## src/rtl/fft_seq_ctr.sv

```systemverilog
module fft_seq_ctr #(
  parameter int LOG2N = 10,
  localparam int STG_W = $clog2(LOG2N),
  localparam int IDX_W = LOG2N - 1
) (
  input  logic             clk,
  input  logic             rst_n,
  input  logic             go,
  output logic             run,
  output logic [STG_W-1:0] stage,
  output logic [IDX_W-1:0] idx,
  output logic             last
);
  localparam logic [STG_W-1:0] STG_LAST = STG_W'(LOG2N - 1);

  logic idx_wrap;
  assign idx_wrap = &idx;
  assign last     = run && idx_wrap && (stage == STG_LAST);

  always_ff @(posedge clk or negedge rst_n) begin
    if (!rst_n) begin
      run   <= 1'b0;
      stage <= '0;
      idx   <= '0;
    end else if (!run) begin
      if (go) begin
        run   <= 1'b1;
        stage <= '0;
        idx   <= '0;
      end
    end else begin
      idx <= idx + 1'b1;
      if (idx_wrap) begin
        if (stage == STG_LAST) begin
          run   <= 1'b0;
          stage <= '0;
        end else begin
          stage <= stage + 1'b1;
        end
      end
    end
  end
endmodule

```

## src/rtl/fft_seq_rd_addr.sv

```systemverilog
module fft_seq_rd_addr #(
  parameter int LOG2N = 10,
  localparam int STG_W = $clog2(LOG2N),
  localparam int IDX_W = LOG2N - 1,
  localparam int AW    = LOG2N,
  localparam int TW_W  = LOG2N - 1
) (
  input  logic [STG_W-1:0] stage,
  input  logic [IDX_W-1:0] idx,
  output logic [AW-1:0]    addr_a,
  output logic [AW-1:0]    addr_b,
  output logic [TW_W-1:0]  tw_addr
);
  localparam logic [STG_W-1:0] TW_TOP = STG_W'(LOG2N - 1);

  logic [AW-1:0]    span;
  logic [AW-1:0]    j_ext;
  logic [AW-1:0]    offset;
  logic [AW-1:0]    group;
  logic [STG_W-1:0] tw_shift;

  always_comb begin
    span     = AW'(1) << stage;
    j_ext    = AW'(idx);
    offset   = j_ext & (span - 1'b1);
    group    = j_ext >> stage;
    addr_a   = ((group << stage) << 1) | offset;
    addr_b   = addr_a | span;
    tw_shift = TW_TOP - stage;
    tw_addr  = TW_W'(offset) << tw_shift;
  end
endmodule

```

## src/rtl/fft_seq_wb_pipe.sv

```systemverilog
module fft_seq_wb_pipe #(
  parameter int LAT = 11,
  parameter int AW  = 10
) (
  input  logic          clk,
  input  logic          rst_n,
  input  logic          in_valid,
  input  logic          in_last,
  input  logic [AW-1:0] in_a,
  input  logic [AW-1:0] in_b,
  output logic          out_valid,
  output logic          out_last,
  output logic [AW-1:0] out_a,
  output logic [AW-1:0] out_b,
  output logic          any_valid
);
  logic [LAT-1:0] v_q;
  logic [LAT-1:0] l_q;
  logic [AW-1:0]  a_q [LAT];
  logic [AW-1:0]  b_q [LAT];

  always_ff @(posedge clk or negedge rst_n) begin
    if (!rst_n) begin
      v_q <= '0;
      l_q <= '0;
      for (int i = 0; i < LAT; i++) begin
        a_q[i] <= '0;
        b_q[i] <= '0;
      end
    end else begin
      v_q[0] <= in_valid;
      l_q[0] <= in_valid & in_last;
      a_q[0] <= in_a;
      b_q[0] <= in_b;
      for (int i = 1; i < LAT; i++) begin
        v_q[i] <= v_q[i-1];
        l_q[i] <= l_q[i-1];
        a_q[i] <= a_q[i-1];
        b_q[i] <= b_q[i-1];
      end
    end
  end

  assign out_valid = v_q[LAT-1];
  assign out_last  = l_q[LAT-1];
  assign out_a     = a_q[LAT-1];
  assign out_b     = b_q[LAT-1];
  assign any_valid = |v_q;
endmodule

```

## src/rtl/fft_inplace_seq.sv

```systemverilog
module fft_inplace_seq #(
  parameter int LOG2N = 10,
  parameter int LAT   = 11,
  localparam int AW    = LOG2N,
  localparam int TW_W  = LOG2N - 1,
  localparam int STG_W = $clog2(LOG2N),
  localparam int IDX_W = LOG2N - 1
) (
  input  logic            clk,
  input  logic            rst_n,
  input  logic            start,
  output logic            busy,
  output logic            done,
  output logic            issue_valid,
  output logic [AW-1:0]   raddr_a,
  output logic [AW-1:0]   raddr_b,
  output logic [TW_W-1:0] rom_addr,
  output logic            we,
  output logic [AW-1:0]   waddr_a,
  output logic [AW-1:0]   waddr_b
);
  logic             run;
  logic             last_issue;
  logic [STG_W-1:0] stage;
  logic [IDX_W-1:0] idx;
  logic             wb_last;
  logic             wb_any;
  logic             go;

  assign go = start & ~busy;

  fft_seq_ctr #(.LOG2N(LOG2N)) u_ctr (
    .clk   (clk),
    .rst_n (rst_n),
    .go    (go),
    .run   (run),
    .stage (stage),
    .idx   (idx),
    .last  (last_issue)
  );

  fft_seq_rd_addr #(.LOG2N(LOG2N)) u_rd (
    .stage   (stage),
    .idx     (idx),
    .addr_a  (raddr_a),
    .addr_b  (raddr_b),
    .tw_addr (rom_addr)
  );

  fft_seq_wb_pipe #(.LAT(LAT), .AW(AW)) u_wb (
    .clk       (clk),
    .rst_n     (rst_n),
    .in_valid  (run),
    .in_last   (last_issue),
    .in_a      (raddr_a),
    .in_b      (raddr_b),
    .out_valid (we),
    .out_last  (wb_last),
    .out_a     (waddr_a),
    .out_b     (waddr_b),
    .any_valid (wb_any)
  );

  assign issue_valid = run;
  assign busy        = run | wb_any;

  always_ff @(posedge clk or negedge rst_n) begin
    if (!rst_n) done <= 1'b0;
    else        done <= we & wb_last;
  end
endmodule

```

## config.mk

```make
export PLATFORM = sky130hd
export DESIGN_NAME = fft_inplace_seq
export DESIGN_NICKNAME = d
export VERILOG_FILES = /design/src/rtl/fft_seq_ctr.sv /design/src/rtl/fft_seq_rd_addr.sv /design/src/rtl/fft_seq_wb_pipe.sv /design/src/rtl/fft_inplace_seq.sv
export SDC_FILE = /design/constraint.sdc
export NUM_CORES = 1
export LEC_CHECK = 0
export BUFFER_PORTS_ARGS = -buffer_cell sky130_fd_sc_hd__buf_2
export CAP_MARGIN = 20
export CORE_MARGIN = 5
export CORE_UTILIZATION = 53
export CTS_BUF_LIST = sky130_fd_sc_hd__clkbuf_16
export CTS_CLUSTER_SIZE = 8
export DETAILED_ROUTE_END_ITERATION = 12
export PLACE_DENSITY = 0.72
export SLEW_MARGIN = 20
export SYNTH_ARGS = -nofsm -noshare
export SYNTH_HDL_FRONTEND = slang
export SYNTH_SLANG_ARGS = --single-unit
```

## constraint.sdc

```tcl
create_clock -name clk -period 3.9 [get_ports clk]
set_clock_uncertainty 0.05 [all_clocks]
set_input_delay 0.78 -clock clk [delete_from_list [all_inputs] [get_ports clk]]
set_output_delay 0.78 -clock clk [all_outputs]
set_load 0.01 [all_outputs]
```

# Word-level counts from Yosys, hierarchy flattened
# Index checks and enable logic that the tools add are counted.
[classes]
bitwise = 8
reduce_logical = 6
eq_ne = 2
mux = 10
shifts = 4
addsub = 4
[op_table]
columns = ["operator", "count"]
rows = [
  ["10-bit OR", 2],
  ["9-bit 2-to-1 mux", 2],
  ["4-bit 2-to-1 mux", 4],
  ["11-bit OR reduction", 1],
  ["9-bit by 10-bit bitwise AND with 10-bit output", 1],
  ["1-bit by 4-bit << shifter with 10-bit output (first input constant)", 1],
  ["10-bit by 4-bit << shifter with 9-bit output", 1],
  ["9-bit by 4-bit >> shifter with 10-bit output", 1],
  ["10-bit by 1-bit subtractor with 10-bit output (second input constant)", 1],
  ["9-bit by 1-bit adder with 9-bit output (second input constant)", 1],
  ["9-bit AND reduction", 1],
  ["9-bit by 4-bit << shifter with 9-bit output", 1],
  ["4-bit by 1-bit adder with 4-bit output (second input constant)", 1],
  ["4-bit == test (second input constant)", 1],
  ["1-bit 2-to-1 mux", 4],
  ["4-bit subtractor (first input constant)", 1],
  ["1-bit bitwise AND", 3],
  ["1-bit logical AND", 2],
  ["2-bit inequality test (second input constant)", 1],
  ["2-bit AND reduction", 1],
  ["2-bit nonzero test", 1],
  ["1-bit NOT", 1],
  ["1-bit OR", 1],
]
[word_totals]
register_bits = 257
inputBits = 3
output_inout_bits = 53
word_cells = 62

# Logic depth before layout (Yosys ltp)
[depth]
ltp_word = 6
depth_mapped = 13
depth_no_buf = 9

# Modules after synthesis
# Synthesis repeated with hierarchy kept, for this count alone.
[hier_totals]
cells_unflattened = 521
hier_area_um2 = 8125.3
[by_module_without_submodules]
columns = ["mod", "area_each_um2", "seq_area_each_um2", "cells_each", "instances"]
rows = [
  ["fft_seq_wb_pipe", 6234.7, 6055.8, 267, 1],
  ["fft_seq_rd_addr", 1084.8, 0.0, 173, 1],
  ["fft_seq_ctr", 760.7, 350.3, 77, 1],
  ["fft_inplace_seq", 45.0, 25.0, 4, 1],
]

# Least setup slack after synthesis
# Ideal clock, no wire load.
[synth_timing]
kind = "register to output"
startpoint = "register u_ctr.stage[1]"
endpoint = "output rom_addr[7]"
arrival_ns = 3.381
slack_ns = -0.311
required_ns = 3.070
n_path_buf = 4
stages_incl_launch_ff = 14
path_cell_list = "dfrtp_1 clkbuf_1 inv_1 buf_1 ha_1 or3b_1 clkbuf_1 ha_1 buf_2 nand2b_1 mux2_1 o22ai_1 mux2i_1 a2111oi_2"
[synth_between]
elab_chain_len = 4
elab_cells_between_ends = 5
classes_between = "add/sub (2); shift (2); bitwise (1)"
[synth_lines]
columns = ["element", "line", "rtl"]
rows = [
  ["start, declared", "fft_seq_ctr.sv:10", "output logic [STG_W-1:0] stage,"],
  ["start signal, assigned", "fft_seq_ctr.sv:38", "stage <= stage + 1'b1;"],
  ["1-bit by 4-bit << shifter with 10-bit output", "fft_seq_rd_addr.sv:23", "span = AW'(1) << stage;"],
  ["10-bit by 1-bit subtractor with 10-bit output", "fft_seq_rd_addr.sv:25", "offset = j_ext & (span - 1'b1);"],
  ["9-bit by 10-bit bitwise AND with 10-bit output", "fft_seq_rd_addr.sv:25", ""],
  ["9-bit by 4-bit << shifter with 9-bit output (*)", "fft_seq_rd_addr.sv:30", "tw_addr = TW_W'(offset) << tw_shift;"],
  ["end, declared", "fft_inplace_seq.sv:17", "output logic [TW_W-1:0] rom_addr,"],
]
# Mark *: on every way between the ends. The rest lies on a longest branch, timed or not.

# Worst setup path in the final report
[layout_timing]
startpoint = "register u_ctr.stage[1]"
endpoint = "output rom_addr[8]"
# The elaborated chain is that of the path after synthesis.

==> flow_summary.toml <==
[setup_path]
worst-path-buf-inv = 2
r2r_slack_ps = 1420
required_ps = 3070
crit_fanout = 19
r2r_start = "u_ctr.stage[1]"
critPathKind = "flip-flop to output port"
reg2regPathDepth = 9
arrival_ps = 3010
end_kind = "output port"
crit_chain = "buf_6 -> ha_2 -> ha_4 -> or2_0 -> o311ai_4 -> nand2_1 -> mux4_2 -> o221ai_2 -> buf_2"
crit_slowest_cell = "mux4_2"
critPathTopFamily = "multiplexers"
worstReg2RegEnd = "u_wb.b_q[105]"
max_stage_delay_ps = 520
startpoint_type = "flip-flop"

[routing]
routed_via_density = 5.254
post-route-drc-count = 0
drt_iter0_drc = 204
wire_per_inst_um = 18.96
ant_nets = 0
vias = 4077
first_pass_iters = 4
wl_um = 14710

[global_route]
grt_pass1_wl_um = 24890
antenna_found_initial = 0
grt_usage_pct = 17.94
grt_pass1_vias = 4530
grt_max_degree = 115
grt.overflow.total = 0

[clocking]
cts_tree = "built"
cts_buffers = 38
cts_sinks = 257
clockRootBuffer = "clkbuf_16"
ctsHoldBuffers = 0
clk_latency_ps = 500
cts_max_level = 2
cts_buffer_depth = 3
cts.clk_slew.worst_paths_ps = 50

[final_layout]
final_nets = 599
insertedDiodeCount = 0
fillers = 1035
drive_gt1_share_pct = 26.87
layout.cells.non_filler = 776
stdcell_area_um2 = 9742
postLayoutCoreUtil_pct = 64.80
area_growth_pct = 20.88

[placement]
place_congestion = 0.9445
dpl.hpwl_um = 9111
placed_cells = 727
placed_area_um2 = 8493
numPortBuffers = 55

[synth]
synth_edf_count = 0
synthArstFlopShare_pct = 100.0
syn_inst = 508
syn_avg_cell_area_um2 = 15.86
synth-seq-cells = 257
synthTopCellsByCount = "dfrtp_1 (257), nand2_1 (30), buf_4 (20)"
ys_types = 65
ys_warn_count = 0
yosys.area.top_type = "dfrtp_1"
synthTopCellsByArea = "dfrtp_1 (80%), buf_4 (1.9%), ha_1 (1.7%)"
synth_fp_nets = 522
synth-main-ff-cell = "dfrtp_1"
yosysSeqAreaShare_pct = 79.80
synth_top_area_share_pct = 79.80
syn_area_um2 = 8059
yosysMostFrequentCell = "dfrtp_1"

[die]
die_y_um = 133.3
core_area_um2 = 15030
num_io_pins = 56
die_w_um = 133.3
initial_core_util_pct = 53.61
rows = 45
die_area_um2 = 17770

[timing]
max_freq_mhz = 260.2
max_slew_margin_pct = 47.88
tightest_slew_ps = 781.7
hold_viol = 0
fin_crit_sh_pct = 98.55
rsz0062_at_grt = "yes"
setup_viol = 0
drv_slew = 0
fin_crit_ps = 3843
fin_tns_setup_ps = 0

[power_and_ir_drop]
irDropWorstVdd_v = 0.0003586
p_leak_uw = 0.004662
power_density_nw_per_um2 = 565.2
p_total_uw = 5506

[hold_path]
holdPathEnd = "u_wb.a_q[97]"
hp-start = "u_wb.a_q[107]"
whs_path_depth = 0
min_path_type = "flip-flop to flip-flop"

[flow_run]
cap_violations = 0

[outcome]
status = "finished clean"
## cell families after synthesis
| family | Yosys count | share of synthesized area, % |
|---|---|---|
| buf+inv | 54 | 3.710 |
| flops | 257 | 79.80 |
| xor+xnor | 3 | 0.3261 |
| fa+ha+maj | 11 | 1.708 |
| compound gates | 66 | 6.179 |
| simple gates | 109 | 7.095 |
| mux | 8 | 1.180 |
## worst register-to-register path: stages (launching register included)
cell	delay [ps]
dfrtp_1	390
buf_6	180
ha_2	210
ha_4	200
o211ai_1	260
o311ai_4	160
buf_4	190
and2_1	170
a31o_2	260
a31o_2	260
## placed cells by master (no fill, tap or decap), drive strengths merged, types with 2 or more instances in the layout
cell type,count
nand3,15
nor4,7
nand2,30
a21o,2
o221ai,2
and3,3
xnor2,2
or3,3
a32o,3
nor3,3
mux2,2
or2,3
o31ai,3
nor2b,7
o21ai,17
dfrtp,257
mux2i,5
nand4,4
inv,12
clkinv,2
a31o,4
ha,11
buf,81
o31a,3
nor3b,2
o22ai,4
nand2b,7
o21a,3
clkbuf,39
and2,4
a211oi,2
a21oi,4
a22oi,2
o211ai,6
nor2,17
## routing by layer
metal | share of wire (%) | wire length [µm] | up-vias | track usage, %
met2 | 47 | 6912 | 138 | 27.31
met4 | 2.6 | 385 | 0 | 6.343
li1 | - | - | 1826 | -
met1 | 44 | 6526 | 2080 | 25.39
met3 | 6.0 | 890 | 33 | 4.834
met5 | 0 | 0 | - | 0
## through the flow
stage	setup WS [ps]	hold WS [ps]
floorplan	17.96	281.2
global placement	300.7	281.3
detailed placement	300.6	284.7
CTS	3.455	289.1
global route	-49.18	293.8
finish	56.66	288.6
## where the power goes
part / switching, µW / total (µW) / internal [µW] / leakage [µW]
Sequential: 0 / 2670 / 2670 / 0.00322
Clock: 1020 / 2780 / 1760 / 0.000504
Combinational: 48.3 / 54.8 / 6.47 / 0.000934
Total: 1070 / 5510 / 4440 / 0.00466
## registers in the layout (all words and copies together) (netlist names)
name         count
u_wb.a_q       100
u_wb.b_q       100
u_ctr.idx        9
done             1
u_ctr.run        1
u_wb.l_q        11
u_wb.out_a      10
u_wb.out_b      10
u_wb.v_q        11
u_ctr.stage      4
## area by class of cell
| cell class | instances | area, µm² | share of cell area (%) |
|---|---|---|---|
| Sequential cell | 257 | 6432 | 66.03 |
| Clock inverter | 4 | 41.29 | 0.4238 |
| Multi-Input combinational cell | 197 | 1504 | 15.44 |
| Tap cell | 188 | 235.2 | 2.415 |
| Clock buffer | 39 | 975.9 | 10.02 |
| Inverter | 10 | 37.54 | 0.3853 |
| Timing Repair Buffer | 81 | 515.5 | 5.292 |
## worst max-delay path by stage
stage                   startpoint     endpoint  cells past startpoint
finish              u_ctr.stage[1]  rom_addr[8]                      9
global route        u_ctr.stage[1]  rom_addr[7]                     10
floorplan           u_ctr.stage[1]  rom_addr[7]                     13
detailed placement  u_ctr.stage[2]  rom_addr[7]                      9
CTS                 u_ctr.stage[1]  rom_addr[7]                     10
global placement    u_ctr.stage[2]  rom_addr[7]                      9
## what timing repair did
action,in CTS,in global routing
resized for setup,19,18
pin swaps,5,8
setup endpoints to repair,7,8
setup buffers,5,1
Note: power is estimated with default switching activity, not from simulation.
